$ cat config.mk
export PLATFORM = sky130hd
export DESIGN_NAME = serial_cascade_ctrl
export DESIGN_NICKNAME = d
export VERILOG_FILES = /design/src/rtl/ser_cascade_pkg.sv /design/src/rtl/cas_mode_latch.sv /design/src/rtl/cas_bit_seq.sv /design/src/rtl/cas_token.sv /design/src/rtl/cas_line_drv.sv /design/src/rtl/serial_cascade_ctrl.sv
export SDC_FILE = /design/constraint.sdc
export NUM_CORES = 1
export LEC_CHECK = 0
export CAP_MARGIN = 0
export CORE_MARGIN = 2
export CORE_UTILIZATION = 45
export DETAILED_ROUTE_END_ITERATION = 10
export PLACE_DENSITY_LB_ADDON = 0.12
export SLEW_MARGIN = 10
export SYNTH_ARGS = -nofsm -noshare
export SYNTH_HDL_FRONTEND = slang
export SYNTH_SLANG_ARGS = --single-unit
$ cat constraint.sdc
create_clock -name clk -period 4 [get_ports clk]
set_clock_uncertainty 0.2 [all_clocks]
set_input_delay 0.6 -clock clk [delete_from_list [all_inputs] [get_ports clk]]
set_output_delay 0.6 -clock clk [all_outputs]
set_load 0.005 [all_outputs]
$ cat src/rtl/ser_cascade_pkg.sv
package ser_cascade_pkg;

    typedef enum logic {
        MODE_RING = 1'b0,
        MODE_SOLO = 1'b1
    } cas_mode_e;

    typedef struct packed {
        logic own;
        logic pulse;
    } tok_state_t;

    function automatic int unsigned bit_pick(input int unsigned cnt,
                                             input logic msb,
                                             input int unsigned width);
        return msb ? (width - 1 - cnt) : cnt;
    endfunction

endpackage

$ cat src/rtl/cas_mode_latch.sv
module cas_mode_latch
    import ser_cascade_pkg::*;
(
    input  logic      clk,
    input  logic      rst,
    input  logic      chain_in,
    output cas_mode_e mode
);
    always_ff @(posedge clk) begin
        if (rst)
            mode <= chain_in ? MODE_SOLO : MODE_RING;
    end
endmodule

$ cat src/rtl/cas_bit_seq.sv
module cas_bit_seq
    import ser_cascade_pkg::*;
#(
    parameter int WORD_W = 16,
    parameter int CNT_W  = $clog2(WORD_W)
) (
    input  logic             clk,
    input  logic             rst,
    input  logic             step,
    input  logic             msb_first,
    output logic             last,
    output logic [CNT_W-1:0] idx
);
    localparam logic [CNT_W-1:0] LAST_IDX = CNT_W'(WORD_W - 1);

    logic [CNT_W-1:0] cnt_q;
    logic             dir_q;
    logic             dir_eff;

    assign dir_eff = (cnt_q == '0) ? msb_first : dir_q;
    assign last    = (cnt_q == LAST_IDX);
    assign idx     = CNT_W'(bit_pick(int'(cnt_q), dir_eff, WORD_W));

    always_ff @(posedge clk) begin
        if (rst) begin
            cnt_q <= '0;
            dir_q <= 1'b0;
        end else if (step) begin
            cnt_q <= last ? '0 : cnt_q + 1'b1;
            if (cnt_q == '0)
                dir_q <= msb_first;
        end
    end
endmodule

$ cat src/rtl/cas_token.sv
module cas_token
    import ser_cascade_pkg::*;
(
    input  logic      clk,
    input  logic      rst,
    input  cas_mode_e mode,
    input  logic      first_load_n,
    input  logic      chain_in,
    input  logic      word_avail,
    input  logic      last,
    output logic      go,
    output logic      tok_pulse
);
    tok_state_t st_q;
    logic       own_eff;
    logic       ring;

    assign ring      = (mode == MODE_RING);
    assign own_eff   = ring ? (st_q.own | chain_in) : 1'b1;
    assign go        = ~rst & own_eff & word_avail;
    assign tok_pulse = st_q.pulse;

    always_ff @(posedge clk) begin
        if (rst) begin
            st_q.own   <= ~first_load_n;
            st_q.pulse <= 1'b0;
        end else begin
            st_q.pulse <= ring & go & last;
            st_q.own   <= ring & own_eff & ~(go & last);
        end
    end
endmodule

$ cat src/rtl/cas_line_drv.sv
module cas_line_drv
    import ser_cascade_pkg::*;
#(
    parameter int WORD_W = 16,
    parameter int CNT_W  = $clog2(WORD_W)
) (
    input  logic              clk,
    input  logic              rst,
    input  cas_mode_e         mode,
    input  logic              go,
    input  logic [WORD_W-1:0] word_data,
    input  logic [CNT_W-1:0]  idx,
    output logic              ser_out,
    output logic              ser_oe
);
    logic cur_bit;
    logic hold_q;

    assign cur_bit = word_data[idx];
    assign ser_out = go ? cur_bit : hold_q;
    assign ser_oe  = rst ? 1'b0 : ((mode == MODE_SOLO) ? 1'b1 : go);

    always_ff @(posedge clk) begin
        if (rst)
            hold_q <= 1'b0;
        else if (go)
            hold_q <= cur_bit;
    end
endmodule

$ cat src/rtl/serial_cascade_ctrl.sv
module serial_cascade_ctrl
    import ser_cascade_pkg::*;
#(
    parameter int WORD_W = 16
) (
    input  logic              clk,
    input  logic              rst,
    input  logic              first_load_n,
    input  logic              chain_in,
    input  logic              msb_first,
    input  logic              word_avail,
    input  logic [WORD_W-1:0] word_data,
    input  logic              aeaf_in,
    output logic              ser_out,
    output logic              ser_oe,
    output logic              shift_en,
    output logic              word_done,
    output logic              chain_out
);
    localparam int CNT_W = (WORD_W > 1) ? $clog2(WORD_W) : 1;

    cas_mode_e        mode;
    logic             solo_mode;
    logic             go;
    logic             last;
    logic             tok_pulse;
    logic [CNT_W-1:0] idx;

    cas_mode_latch u_mode (
        .clk      (clk),
        .rst      (rst),
        .chain_in (chain_in),
        .mode     (mode)
    );

    cas_bit_seq #(.WORD_W(WORD_W), .CNT_W(CNT_W)) u_seq (
        .clk       (clk),
        .rst       (rst),
        .step      (go),
        .msb_first (msb_first),
        .last      (last),
        .idx       (idx)
    );

    cas_token u_tok (
        .clk          (clk),
        .rst          (rst),
        .mode         (mode),
        .first_load_n (first_load_n),
        .chain_in     (chain_in),
        .word_avail   (word_avail),
        .last         (last),
        .go           (go),
        .tok_pulse    (tok_pulse)
    );

    cas_line_drv #(.WORD_W(WORD_W), .CNT_W(CNT_W)) u_drv (
        .clk       (clk),
        .rst       (rst),
        .mode      (mode),
        .go        (go),
        .word_data (word_data),
        .idx       (idx),
        .ser_out   (ser_out),
        .ser_oe    (ser_oe)
    );

    assign solo_mode = (mode == MODE_SOLO);
    assign shift_en  = go;
    assign word_done = go & last;
    assign chain_out = rst ? 1'b0 : (solo_mode ? aeaf_in : tok_pulse);

endmodule

==> results of run 1 <==
-- layout make-up --
cell class	count	share of cell area
tap	25	0.0268
sequential	9	0.163
inverter	3	0.00966
clock buffer	4	0.0225
timing repair buffer	30	0.251
multi-input combinational	76	0.527
-- state kept, by name, summed over array words and instances (netlist names) --
register	flops
u_tok.st_q	1
u_seq.dir_q	1
u_seq.cnt_q	4
u_mode.mode	1
u_tok.tok_pulse	1
u_drv.hold_q	1
-- cells by family (layout without fill, tap and decap cells) --
logic type | after synthesis | count (layout) | synth area share
adders and majority gates | 2 | 2 | 0.0293
and+or+nand+nor | 41 | 41 | 0.245
DFF | 9 | 9 | 0.223
xor gates and xnor gates | 2 | 2 | 0.0205
muxes | 13 | 13 | 0.260
buffers and inverters | 9 | 37 | 0.0674
AOI/OAI and AO/OA | 18 | 18 | 0.155
-- cells in the final DEF (no fill, tap or decap), types with 2 or more instances in the layout --
master,instances
inv_1,3
mux4_1,3
a21oi_1,5
dfxtp_1,8
a211o_1,2
nand3_1,2
buf_4,3
nor3_1,3
mux4_2,3
nor3b_1,2
mux2i_1,5
a31oi_1,2
clkbuf_4,3
and3_1,2
nor2b_1,4
nand2_1,8
ha_1,2
nor2_1,15
clkdlybuf4s50_1,27
-- Yosys cell counts, types with 2 or more instances --
master     n
inv_1      3
mux4_2     3
clkbuf_1   2
dfxtp_1    8
a31oi_1    2
nand3_1    2
nor2_1    15
buf_6      3
mux2i_1    5
nor2b_1    4
a211o_1    2
mux4_1     3
nor3_1     3
a21oi_1    5
nand2_1    8
ha_1       2
nor3b_1    2
and3_1     2
-- through the flow --
| stage | TNS (ps) | instances | area, um^2 | setup WS (ps) |
|---|---|---|---|---|
| finish | 0 | 147 | 1170 | 218 |
| detailed placement | 0 | 143 | 1130 | 516 |
| global route | -23.9 | 147 | 1170 | -23.9 |
| CTS | 0 | 147 | 1160 | 226 |
| floorplan | 0 | 94 | 853 | 1170 |
| global placement | 0 | 143 | 1130 | 582 |
-- report_power, final --
| group | switching (mW) | internal, mW |
|---|---|---|
| Combinational | 0.0535 | 0.0744 |
| Sequential | 0.00818 | 0.0977 |
| Clock | 0.0308 | 0.0384 |
-- critical path, cell delays in order (launching register included) --
cell and delay (ps):
dfxtp_1 410, inv_1 190, ha_1 190, nor3b_2 370, mux2i_4 370, mux4_2 540, nand2_2 110, a31oi_1 80
clkdlybuf4s50_1 460
-- worst paths after layout --
kind,startpoint,endpoint,slack [ps],depth (start not counted)
min reg2reg,u_drv.hold_q,u_drv.hold_q,340,2
min,u_drv.hold_q,u_drv.hold_q,340,2
max reg2reg,u_seq.cnt_q[1],u_drv.hold_q,1400,7
max,u_seq.cnt_q[1],ser_out,220,8
-- what timing repair did --
action                                  CTS  global route
resized for setup                         0             1
endpoints found under the setup margin    0             1
hold buffers                              0             0
-- routing by layer --
layer,share of wire,up-vias
li1,-,408
met1,0.47,364
met2,0.49,18
met3,0.039,0
met4,0,0
met5,0,-
==> implementation parameters, run 1 <==
Parameter                              Value

Status
  Status ... complete, no violations

Placed design
  Global placer's final weighted congestion ... 0.783
  Buffers on Ports ... 27
  HPWL after detailed placement ... 1500 um

CTS
  Clock tree from TritonCTS ... yes
  CTS sink count ... 9
  Count of H-tree levels built during CTS ... 1
  Post-CTS setup buffer count ... 0
  Number of CTS-inserted buffers ... 3
  Clock slew at the register clock pins of the worst setup and hold paths ... 60 ps
  Clock Tree Buf Depth ... 2
  Cell at the root of the clock tree ... clkbuf_4
  Clock insertion delay at the later pin of the skew report ... 260 ps

Die
  Effective utilization at floorplan ... 0.484
  Number of core rows ... 15
  Floorplan core area ... 0.00176 mm^2
  IO Count ... 28
  Die width ... 47.5 um
  Die span in y ... 47.5 um
  Die footprint ... 0.00226 mm^2

Layout
  # fillers ... 156
  Share of layout cells above drive strength 1 ... 0.139
  Flip-flop and latch area ... 190 um^2
  Multi-input logic area ... 614 um^2
  Core occupancy in the finished layout ... 0.661
  Synth-to-layout area growth ... 36.7%
  Total Nets Final ... 148
  Number of antenna repair diodes ... 0

Timing
  Max-slew headroom ... 0.714
  Tightest hold margin ... 336 ps
  Number of max-slew violations in the final report ... 0
  Maximum clock frequency ... 0.264 GHz
  Final Cycle Share ... 0.945
  Transition at the pin with the smallest max-transition slack ... 429 ps
  Final Hold Violating Endpoints ... 0
  Clock period minus final worst setup slack ... 3780 ps
  Endpoints failing setup ... 0

Global route
  Total congestion overflow after global routing ... 0
  Layer carrying the most global-route usage ... met2
  Global-route wire length before repair ... 2990 um
  Met1 routing resource usage after global routing ... 0.233
  Number of global-route vias before repair ... 736
  Global-route met3 utilization ... 0.0679
  Total GRT Usage ... 0.187
  Met2 Track Usage GR ... 0.316
  Maximum number of pins on one net before global-route repair ... 22
  Number of antenna violations at the first check in global routing ... 0

Worst hold path
  Hold Path Class ... reg2reg

Synth
  Top cells by area, synth ... dfxtp_1 19%, mux4_1 9.2%, mux4_2 7.9%
  Distinct cell type count after synthesis ... 38
  Cell area after technology mapping ... 853 um^2
  Register area share after synthesis ... 0.223
  Flip-flop and latch count after synthesis ... 9
  Post-synthesis cell type with the largest combined area ... dfxtp_1
  Mean instance size in the synthesized netlist ... 9.08 um^2
  Fraction of synthesis flops using an asynchronous set or reset pin ... 0
  Top cell type's share of synthesized area ... 0.188
  Instance count of the mapped netlist ... 94
  Synth Net Count ... 119
  Main flop type after synthesis ... dfxtp_1
  Syn. warnings ... 0
  EDFF count, synth ... 1

Drt
  Via count ... 790
  DRC violations left ... 0
  Number of optimization iterations in the first detailed-route pass ... 4
  Post-detailed-route wirelength per cell ... 12.9 um
  Initial DRC count ... 7
  Antenna Violating Nets Remaining ... 0
  Wire length after detailed routing ... 1900 um
  Ratio of routed vias to standard cells ... 5.37

Pwr
  Power per unit of standard cell area ... 260 mW/mm^2
  Pwr Total ... 303 uW
  Leak Pwr ... 0.429 nW
  Worst vdd ir ... 0.224 mV

Worst setup path
  Crit path launch type ... flop
  CP Max Fanout ... 9
  WS Path Type ... reg2out
  Capturing element type of the critical path ... output port
  CP Data Required Time ... 3200 ps
  Data arrival time of the worst path ... 2980 ps

Run
  Number of violations of the max-capacitance limit ... 0
Power figures use the tool's default switching activity.
==> run 2: changes to the inputs <==
CTS_CLUSTER_DIAMETER = 60   (was not set)
PLACE_DENSITY = 0.86   (was not set)
PLACE_DENSITY_LB_ADDON = not set   (was 0.12)
==> implementation parameters, run 2 (synthesis gave the netlist of run 1 again) <==
Parameter                              Value

Status
  Status ... complete, no violations

Timing
  Endpoints failing setup ... 0 (unchanged)
  Maximum clock frequency ... 0.265 GHz (about the same)
  Final Cycle Share ... 0.945 (about the same)
  Max-slew headroom ... 0.697 (-0.0169)
  Clock period minus final worst setup slack ... 3780 ps (-3.53 ps)
  Transition at the pin with the smallest max-transition slack ... 455 ps (+26.0 ps)
  Setup total negative slack ... 0 ps (unchanged)
  Final Hold Violating Endpoints ... 0 (unchanged)
  Setup repair after global routing missed its margin ... false
  Number of max-slew violations in the final report ... 0 (unchanged)

Placed design
  Placed insts ... 142 (-0.70%)
  Global placer's final weighted congestion ... 0.794 (+1.5%)
  HPWL after detailed placement ... 1490 um (-0.71%)
  Cell area reported after detailed placement ... 0.00112 mm^2 (-0.66%)
  Buffers on Ports ... 27 (unchanged)

Die
  Number of core rows ... 15 (unchanged)
  Die footprint ... 0.00226 mm^2 (unchanged)
  Floorplan core area ... 0.00176 mm^2 (unchanged)
  IO Count ... 28 (unchanged)
  Die span in y ... 47.5 um (unchanged)
  Effective utilization at floorplan ... 0.484 (unchanged)
  Die width ... 47.5 um (unchanged)

CTS
  Clock insertion delay at the later pin of the skew report ... 270 ps (about the same)
  Clock Tree Buf Depth ... 2 (unchanged)
  Clock tree from TritonCTS ... yes
  Number of CTS-inserted buffers ... 3 (unchanged)
  CTS sink count ... 9 (unchanged)
  Count of H-tree levels built during CTS ... 1 (unchanged)
  Cell at the root of the clock tree ... clkbuf_4
  Clock slew at the register clock pins of the worst setup and hold paths ... 60 ps (about the same)

Global route
  Global-route wire length before repair ... 2970 um (-0.67%)
  Number of antenna violations at the first check in global routing ... 0 (unchanged)
  Maximum number of pins on one net before global-route repair ... 22 (unchanged)
  Total congestion overflow after global routing ... 0 (unchanged)
  Total GRT Usage ... 0.193 (+0.00558)
  Number of global-route vias before repair ... 713 (-3.1%)

Layout
  Largest Register ... u_seq.cnt_q
  Filler-free cell count of the finished design ... 147 (unchanged)
  Max reg flops ... 4 (unchanged)
  Share of layout cells above drive strength 1 ... 0.139 (unchanged)
  # fillers ... 148 (-5.1%)
  Synth-to-layout area growth ... 35.6%
  Flip-flop and latch area ... 190 um^2 (unchanged)
  Most common cell after layout, fill and taps aside ... clkdlybuf4s50_1
  Commonest non-fill, non-tap cells in the layout ... 27 x clkdlybuf4s50_1, 15 x nor2_1, 8 x nand2_1, 8 x dfxtp_1
  Number of antenna repair diodes ... 0 (unchanged)
  Total Nets Final ... 148 (unchanged)
  Multi-input logic area ... 606 um^2 (-1.4%)
  Post-route standard cell area excluding fillers ... 0.00116 mm^2 (-0.75%)

Worst hold path
  Hold Path Class ... reg2reg

Pwr
  Worst vdd ir ... 0.187 mV (-17%)
  Leak Pwr ... 0.427 nW (-0.43%)
  Power per unit of standard cell area ... 262 mW/mm^2 (+0.75%)

Worst setup path
  Cell with the largest stage delay on the worst path ... mux4_2
  Capturing element type of the critical path ... output port
  Crit path launch type ... flop
  Critical Path, Cell by Cell ... inv_1 > ha_1 > nor3b_2 > mux2i_2 > mux4_2 > nand2_2 > a31oi_1 > clkdlybuf4s50_1
  CP Max Fanout ... 9 (unchanged)
  Data arrival time of the worst path ... 2980 ps (about the same)
  Combined buffer and inverter count along the critical path ... 2 (unchanged)
  CP Data Required Time ... 3200 ps (about the same)
  Largest stage delay on the critical path ... 560 ps (+20 ps)
  Cell type group with the largest total delay on the critical path ... multiplexers
  WS Path Type ... reg2out

Drt
  Antenna Violating Nets Remaining ... 0 (unchanged)
  Post-detailed-route wirelength per cell ... 13.3 um (+2.9%)
  DRC violations left ... 0 (unchanged)
  Via count ... 822 (+4.1%)
  Initial DRC count ... 17 (+10)
  Number of optimization iterations in the first detailed-route pass ... 4 (unchanged)
  Ratio of routed vias to standard cells ... 5.59 (+4.1%)
  Wire length after detailed routing ... 1950 um (+2.9%)

Run
  Number of violations of the max-capacitance limit ... 0 (unchanged)
==> run 2: metal layers <==
layer	wire length, um	vias to the layer above	GRT usage
met3	96	7	0.0566
met4	42	0	0.0811
met2	964	24	0.311
met1	851	383	0.241
li1	-	408	-
met5	0	-	0
==> run 2: layout make-up <==
cell class	count	area share
Multi-Input combinational cell	76	0.523
Timing Repair Buffer	30	0.253
Sequential cell	9	0.164
Tap cell	25	0.0270
Clock buffer	4	0.0227
Inverter	3	0.00973
==> run 2: path summary, 6_finish.rpt <==
check	startpoint	to	slack, ps	cells after the start
min	u_mode.mode	u_tok.tok_pulse	360	1
max reg2reg	u_seq.cnt_q[1]	u_drv.hold_q	1400	7
max	u_seq.cnt_q[1]	ser_out	220	8
min reg2reg	u_mode.mode	u_tok.tok_pulse	360	1
==> run 2: report_power, final <==
part	leakage, nW	total, mW	internal, mW	switching (mW)
Sequential	0.0755	0.106	0.0977	0.00818
Combinational	0.337	0.125	0.0735	0.0518
Clock	0.0150	0.0718	0.0385	0.0333
Total	0.427	0.303	0.210	0.0933
==> run 2: stage by stage <==
stage                      util  power, mW  setup WS, ps  hold WS [ps]
after CTS                 0.652      0.303           223           354
after detailed placement  0.637      0.230           520           344
after floorplan               -      0.190          1170           302
final                     0.656      0.303           222           359
after global placement    0.637      0.226           581           322
after global routing      0.656      0.322          8.07           371
==> run 2: timing repair <==
action / CTS / global route
endpoints found under the setup margin: 0 / 1
gates resized for setup: 0 / 0
buffers inserted: 0 / 1
hold buffers: 0 / 0
==> run 3: changes to the inputs <==
HOLD_SLACK_MARGIN = 0.08   (was not set)
==> results of run 3 <==
Same layout as run 2: the final DEF is identical, and so are final timing and power.
